## src/rtl/arf_pkg.sv

```systemverilog
package arf_pkg;
   typedef enum logic [1:0] {
      SZ_BLO = 2'b00,
      SZ_BHI = 2'b01,
      SZ_W16 = 2'b10,
      SZ_W32 = 2'b11
   } arf_size_e;

   localparam int unsigned ARF_BYTE_W = 8;
   localparam int unsigned ARF_HALF_W = 16;
endpackage

```

## src/rtl/arf_access_dec.sv

```systemverilog
module arf_access_dec
   import arf_pkg::*;
#(
   parameter int unsigned NUM_REGS  = 8,
   parameter int unsigned BYTE_REGS = 4,
   localparam int unsigned IDX_W    = $clog2(NUM_REGS)
) (
   input  logic [IDX_W-1:0] idx,
   input  logic [1:0]       size,
   output logic             legal
);
   logic is_byte;
   logic byteable;

   assign is_byte  = (size == SZ_BLO) || (size == SZ_BHI);
   assign byteable = (32'(idx) < BYTE_REGS);
   assign legal    = !is_byte || byteable;
endmodule

```

## src/rtl/arf_write_merge.sv

```systemverilog
module arf_write_merge
   import arf_pkg::*;
#(
   parameter int unsigned DATA_W = 32
) (
   input  logic [DATA_W-1:0] old_word,
   input  logic [DATA_W-1:0] in_data,
   input  logic [1:0]        size,
   output logic [DATA_W-1:0] new_word
);
   always_comb begin
      new_word = old_word;
      case (size)
         SZ_BLO:  new_word[ARF_BYTE_W-1:0] = in_data[ARF_BYTE_W-1:0];
         SZ_BHI:  new_word[ARF_HALF_W-1:ARF_BYTE_W] = in_data[ARF_BYTE_W-1:0];
         SZ_W16:  new_word[ARF_HALF_W-1:0] = in_data[ARF_HALF_W-1:0];
         default: new_word = in_data;
      endcase
   end
endmodule

```

## src/rtl/arf_read_align.sv

```systemverilog
module arf_read_align
   import arf_pkg::*;
#(
   parameter int unsigned DATA_W = 32
) (
   input  logic [DATA_W-1:0] word,
   input  logic [1:0]        size,
   input  logic              legal,
   output logic [DATA_W-1:0] out_data
);
   always_comb begin
      out_data = '0;
      if (legal) begin
         case (size)
            SZ_BLO:  out_data[ARF_BYTE_W-1:0] = word[ARF_BYTE_W-1:0];
            SZ_BHI:  out_data[ARF_BYTE_W-1:0] = word[ARF_HALF_W-1:ARF_BYTE_W];
            SZ_W16:  out_data[ARF_HALF_W-1:0] = word[ARF_HALF_W-1:0];
            default: out_data = word;
         endcase
      end
   end
endmodule

```

## src/rtl/aliasreg_file.sv

```systemverilog
module aliasreg_file
   import arf_pkg::*;
#(
   parameter int unsigned DATA_W    = 32,
   parameter int unsigned NUM_REGS  = 8,
   parameter int unsigned BYTE_REGS = 4,
   localparam int unsigned IDX_W    = $clog2(NUM_REGS)
) (
   input  logic              clk,
   input  logic              rst,
   input  logic              wr_en,
   input  logic [IDX_W-1:0]  wr_idx,
   input  logic [1:0]        wr_size,
   input  logic [DATA_W-1:0] wr_data,
   output logic              wr_illegal,
   input  logic [IDX_W-1:0]  ra_idx,
   input  logic [1:0]        ra_size,
   output logic [DATA_W-1:0] ra_data,
   output logic              ra_illegal,
   input  logic [IDX_W-1:0]  rb_idx,
   input  logic [1:0]        rb_size,
   output logic [DATA_W-1:0] rb_data,
   output logic              rb_illegal
);
   if (DATA_W < ARF_HALF_W) begin : g_bad_width
      $error("DATA_W must hold a half-word");
   end
   if (BYTE_REGS > NUM_REGS) begin : g_bad_byte
      $error("BYTE_REGS exceeds NUM_REGS");
   end
   if ((1 << IDX_W) != NUM_REGS) begin : g_bad_count
      $error("NUM_REGS must be a power of two");
   end

   logic [NUM_REGS-1:0][DATA_W-1:0] store_q;
   logic [DATA_W-1:0] merged;
   logic              wr_legal, ra_legal, rb_legal;

   arf_access_dec #(.NUM_REGS(NUM_REGS), .BYTE_REGS(BYTE_REGS)) u_wdec (
      .idx(wr_idx), .size(wr_size), .legal(wr_legal));
   arf_access_dec #(.NUM_REGS(NUM_REGS), .BYTE_REGS(BYTE_REGS)) u_adec (
      .idx(ra_idx), .size(ra_size), .legal(ra_legal));
   arf_access_dec #(.NUM_REGS(NUM_REGS), .BYTE_REGS(BYTE_REGS)) u_bdec (
      .idx(rb_idx), .size(rb_size), .legal(rb_legal));

   arf_write_merge #(.DATA_W(DATA_W)) u_merge (
      .old_word(store_q[wr_idx]), .in_data(wr_data),
      .size(wr_size), .new_word(merged));

   for (genvar r = 0; r < NUM_REGS; r++) begin : g_reg
      always_ff @(posedge clk) begin
         if (rst)
            store_q[r] <= '0;
         else if (wr_en && wr_legal && (wr_idx == IDX_W'(r)))
            store_q[r] <= merged;
      end
   end

   arf_read_align #(.DATA_W(DATA_W)) u_ara (
      .word(store_q[ra_idx]), .size(ra_size), .legal(ra_legal), .out_data(ra_data));
   arf_read_align #(.DATA_W(DATA_W)) u_arb (
      .word(store_q[rb_idx]), .size(rb_size), .legal(rb_legal), .out_data(rb_data));

   assign wr_illegal = wr_en && !wr_legal;
   assign ra_illegal = !ra_legal;
   assign rb_illegal = !rb_legal;
endmodule

```

## config.mk

```make
export PLATFORM = sky130hd
export DESIGN_NAME = aliasreg_file
export DESIGN_NICKNAME = d
export VERILOG_FILES = /design/src/rtl/arf_pkg.sv /design/src/rtl/arf_access_dec.sv /design/src/rtl/arf_write_merge.sv /design/src/rtl/arf_read_align.sv /design/src/rtl/aliasreg_file.sv
export SDC_FILE = /design/constraint.sdc
export NUM_CORES = 1
export LEC_CHECK = 0
export CORE_MARGIN = 2
export CORE_UTILIZATION = 60
export CTS_CLUSTER_DIAMETER = 60
export DETAILED_ROUTE_END_ITERATION = 7
export HOLD_SLACK_MARGIN = 0.03
export PLACE_DENSITY = 0.91
export SETUP_SLACK_MARGIN = 0.02
export SLEW_MARGIN = 20
export SYNTH_ARGS = -nofsm -noshare
export SYNTH_HDL_FRONTEND = slang
export SYNTH_HIERARCHICAL = 1
export SYNTH_SLANG_ARGS = --single-unit
```

## constraint.sdc

```tcl
create_clock -name clk -period 4.4 [get_ports clk]
set_input_delay 0.88 -clock clk [delete_from_list [all_inputs] [get_ports clk]]
set_output_delay 0.88 -clock clk [all_outputs]
set_load 0.005 [all_outputs]
```

==> metrics.csv <==
metric,value,unit
status,completed,
pre_cts_ws,0.3817,ns
rsz0062_at_grt,false,
worst_setup_path_start_kind,input port,
ant_nets,0,
rrSetupSlack,2.41,ns
p_seq_frac,0.423,
yosys_warnings,6,
hp-class,reg2reg,
syn_nets,1467,
reg_top3,store_q: 256 flops,
synth_compound_area_frac,0.002294,
htree_num_levels,1,
synth-edff-count,0,
fmax,248.0,MHz
grtUsageTotal,0.3112,
ys_seq_area_frac,0.2936,
rows,62,
cts_num_sinks,256,
syn_area_per_cell,12.32,um2
final.setup_skew,0.01763,ns
arrival,3.15,ns
layout.nets,1503,
leakagePower,8.774,nW
yosys_most_used_dff,dfxtp_1,
end_kind,output pin,
tightest_slew,1.186,ns
synth_top_area_share,0.2936,
start_util,0.6082,
crit_required,3.52,ns
cp_max_fo,33,
post_cts_buffers,0,
final_core_util,0.6826,
muxShareOfSynthArea,0.5089,
worstSkewPairLatency,0.56,ns
ioPinCount,117,
synth_cell_types,30,
synthArstFlopShare,0,
min_to,store_q[98]$_SDFFE_PP0P_,
tritoncts,done,
synth_common_cells,"291 x nand2b_1, 280 x mux2i_1, 256 x dfxtp_1, 116 x mux4_2, 87 x mux2_2",
r2r_end,store_q[1]$_SDFFE_PP0P_,
max_cap_viol_count,0,
drive_gt1_frac,0.2432,
drcViolationCount,0,
yosysMostFrequentCell,nand2b_1,
die_x,174.6,um
fp.dieArea,30470,um2
routedWlPerCell,25.61,um
fin_ws,0.3674,ns
antenna_found_initial,1,
final.setup.tns,0,ns
sw_frac_of_total,0.2463,
port_buffers,116,
p_clk_frac,0.465,
slew_headroom,0.2068,
hold_slack,0.5007,ns
comb_power_share,0.111,
setup_violations,0,
first_pass_iters,5,
path_clk_slew,0.06,ns
syn_area,17460,um2
ys_seq_elements,256,
synth_adder_area_share,0,
placed_area,18560,um2
synth_top_area_cell,dfxtp_1,
synth_area_leaders,"dfxtp_1 29%, mux2i_1 16%, mux4_2 15%, mux4_1 11%, nand2b_1 10%",
placed_cells,1806,
hold_depth,2,
finalWeightedCongestion,0.8919,
drt-total-wl,47.66,mm
largest_reg_flops,256,
internal_power,4.216,mW
ctsHoldBuffers,0,
final_area,19590,um2
ctsLongestPathBuffers,3,
vias,12620,
instances_no_fill,1861,
gr-total-overflow,0,
synthSimpleGateAreaFrac,0.1390,
critPathKind,in2out,
finalPower,5.595,mW
top_register,store_q,
viasPerCell,6.782,
drv_slew,0,
core,28700,um2
grt_max_degree,94,
area_growth,12.23,%
hold_start,store_q[98]$_SDFFE_PP0P_,
finalHoldViolations,0,
dr.first_iter.drc_count,1250,
r2r_start,store_q[225]$_SDFFE_PP0P_,
grt_pass1_vias,12940,
numCtsBuffers,29,
ff2ff_path_depth,5,
cts-root-buf,clkbuf_16,
fin_crit,4.033,ns
synthCells,1417,
ctsResizeCount,0,
hpwlAfterDp,30.49,mm
switching_power,1.378,mW
ir_worst_vdd,307.5,uV
synth_xor_xnor_area_share,0,
powerDensity,285.5,nW/um2
die_h,174.6,um
grt_pass1_wl,74.57,mm
synth_top_family_by_area,multiplexers,
finalCritPeriodShare,0.9165,
[cell families (layout without fill, tap and decap cells)]
logic type,count (synthesis),count (layout)
other,0,1
buffers and inverters,160,219
DFF,256,256
muxes,592,592
AOI/OAI and AO/OA,8,8
and+or+nand+nor,401,401
[critical path: stages]
cell and delay, ns:
buf_4 0.47, buf_4 0.32, mux4_2 0.53, mux2_2 0.27, and2_1 0.16, clkdlybuf4s50_1 0.47
[worst max-delay path by stage]
stage | start | endpoint | slack (ns) | cells after the start
final | rb_idx[2] | rb_data[29] | 0.37 | 6
after global routing | rb_idx[2] | rb_data[18] | 0.31 | 6
after CTS | rb_idx[2] | rb_data[18] | 0.38 | 6
after detailed placement | rb_idx[2] | rb_data[18] | 0.38 | 6
after global placement | rb_idx[2] | rb_data[16] | 0.44 | 6
after floorplan | ra_idx[2] | ra_data[15] | 1.36 | 6
[power by group through the flow]
stage | registers (mW) | logic [mW] | clock network, mW
CTS | 2.37 | 0.614 | 2.61
global placement | 2.42 | 0.597 | 0
global route | 2.37 | 0.646 | 2.72
detailed placement | 2.42 | 0.610 | 0
floorplan | 2.41 | 0.449 | 0
finish | 2.37 | 0.622 | 2.60
[cell usage in the layout (no fill, tap or decap), drive strengths merged, types with 2 or more instances in the layout]
cell | synthesis | layout
nand2b | 291 | 291
mux2i | 280 | 280
dfxtp | 256 | 256
mux4 | 192 | 192
mux2 | 120 | 120
clkdlybuf4s50 | 0 | 106
buf | 115 | 57
nand2 | 47 | 47
clkbuf | 43 | 36
and2 | 34 | 34
and3 | 19 | 19
clkinv | 0 | 9
o21ai | 8 | 8
nor2b | 6 | 6
bufinv | 0 | 5
inv | 2 | 5
nand3 | 2 | 2
[routing by layer]
metal,global-route usage,share of wire,vias up
met4,0.1208,0.041,0
met3,0.07419,0.11,154
met2,0.5122,0.48,805
li1,-,-,5326
met1,0.4001,0.37,6336
met5,0,0,-
[final cells by class]
cell class | instances | area, um2
inverters | 2 | 7.507
repair buffers | 163 | 1582
clock buffers | 36 | 792.0
fillers | 1954 | 9110
well taps | 384 | 480.5
flip-flops and latches | 256 | 5125
diodes | 1 | 2.502
multi-input cells | 1001 | 11370
clock inverters | 18 | 234.0
Note: power is estimated with default switching activity, not from simulation.
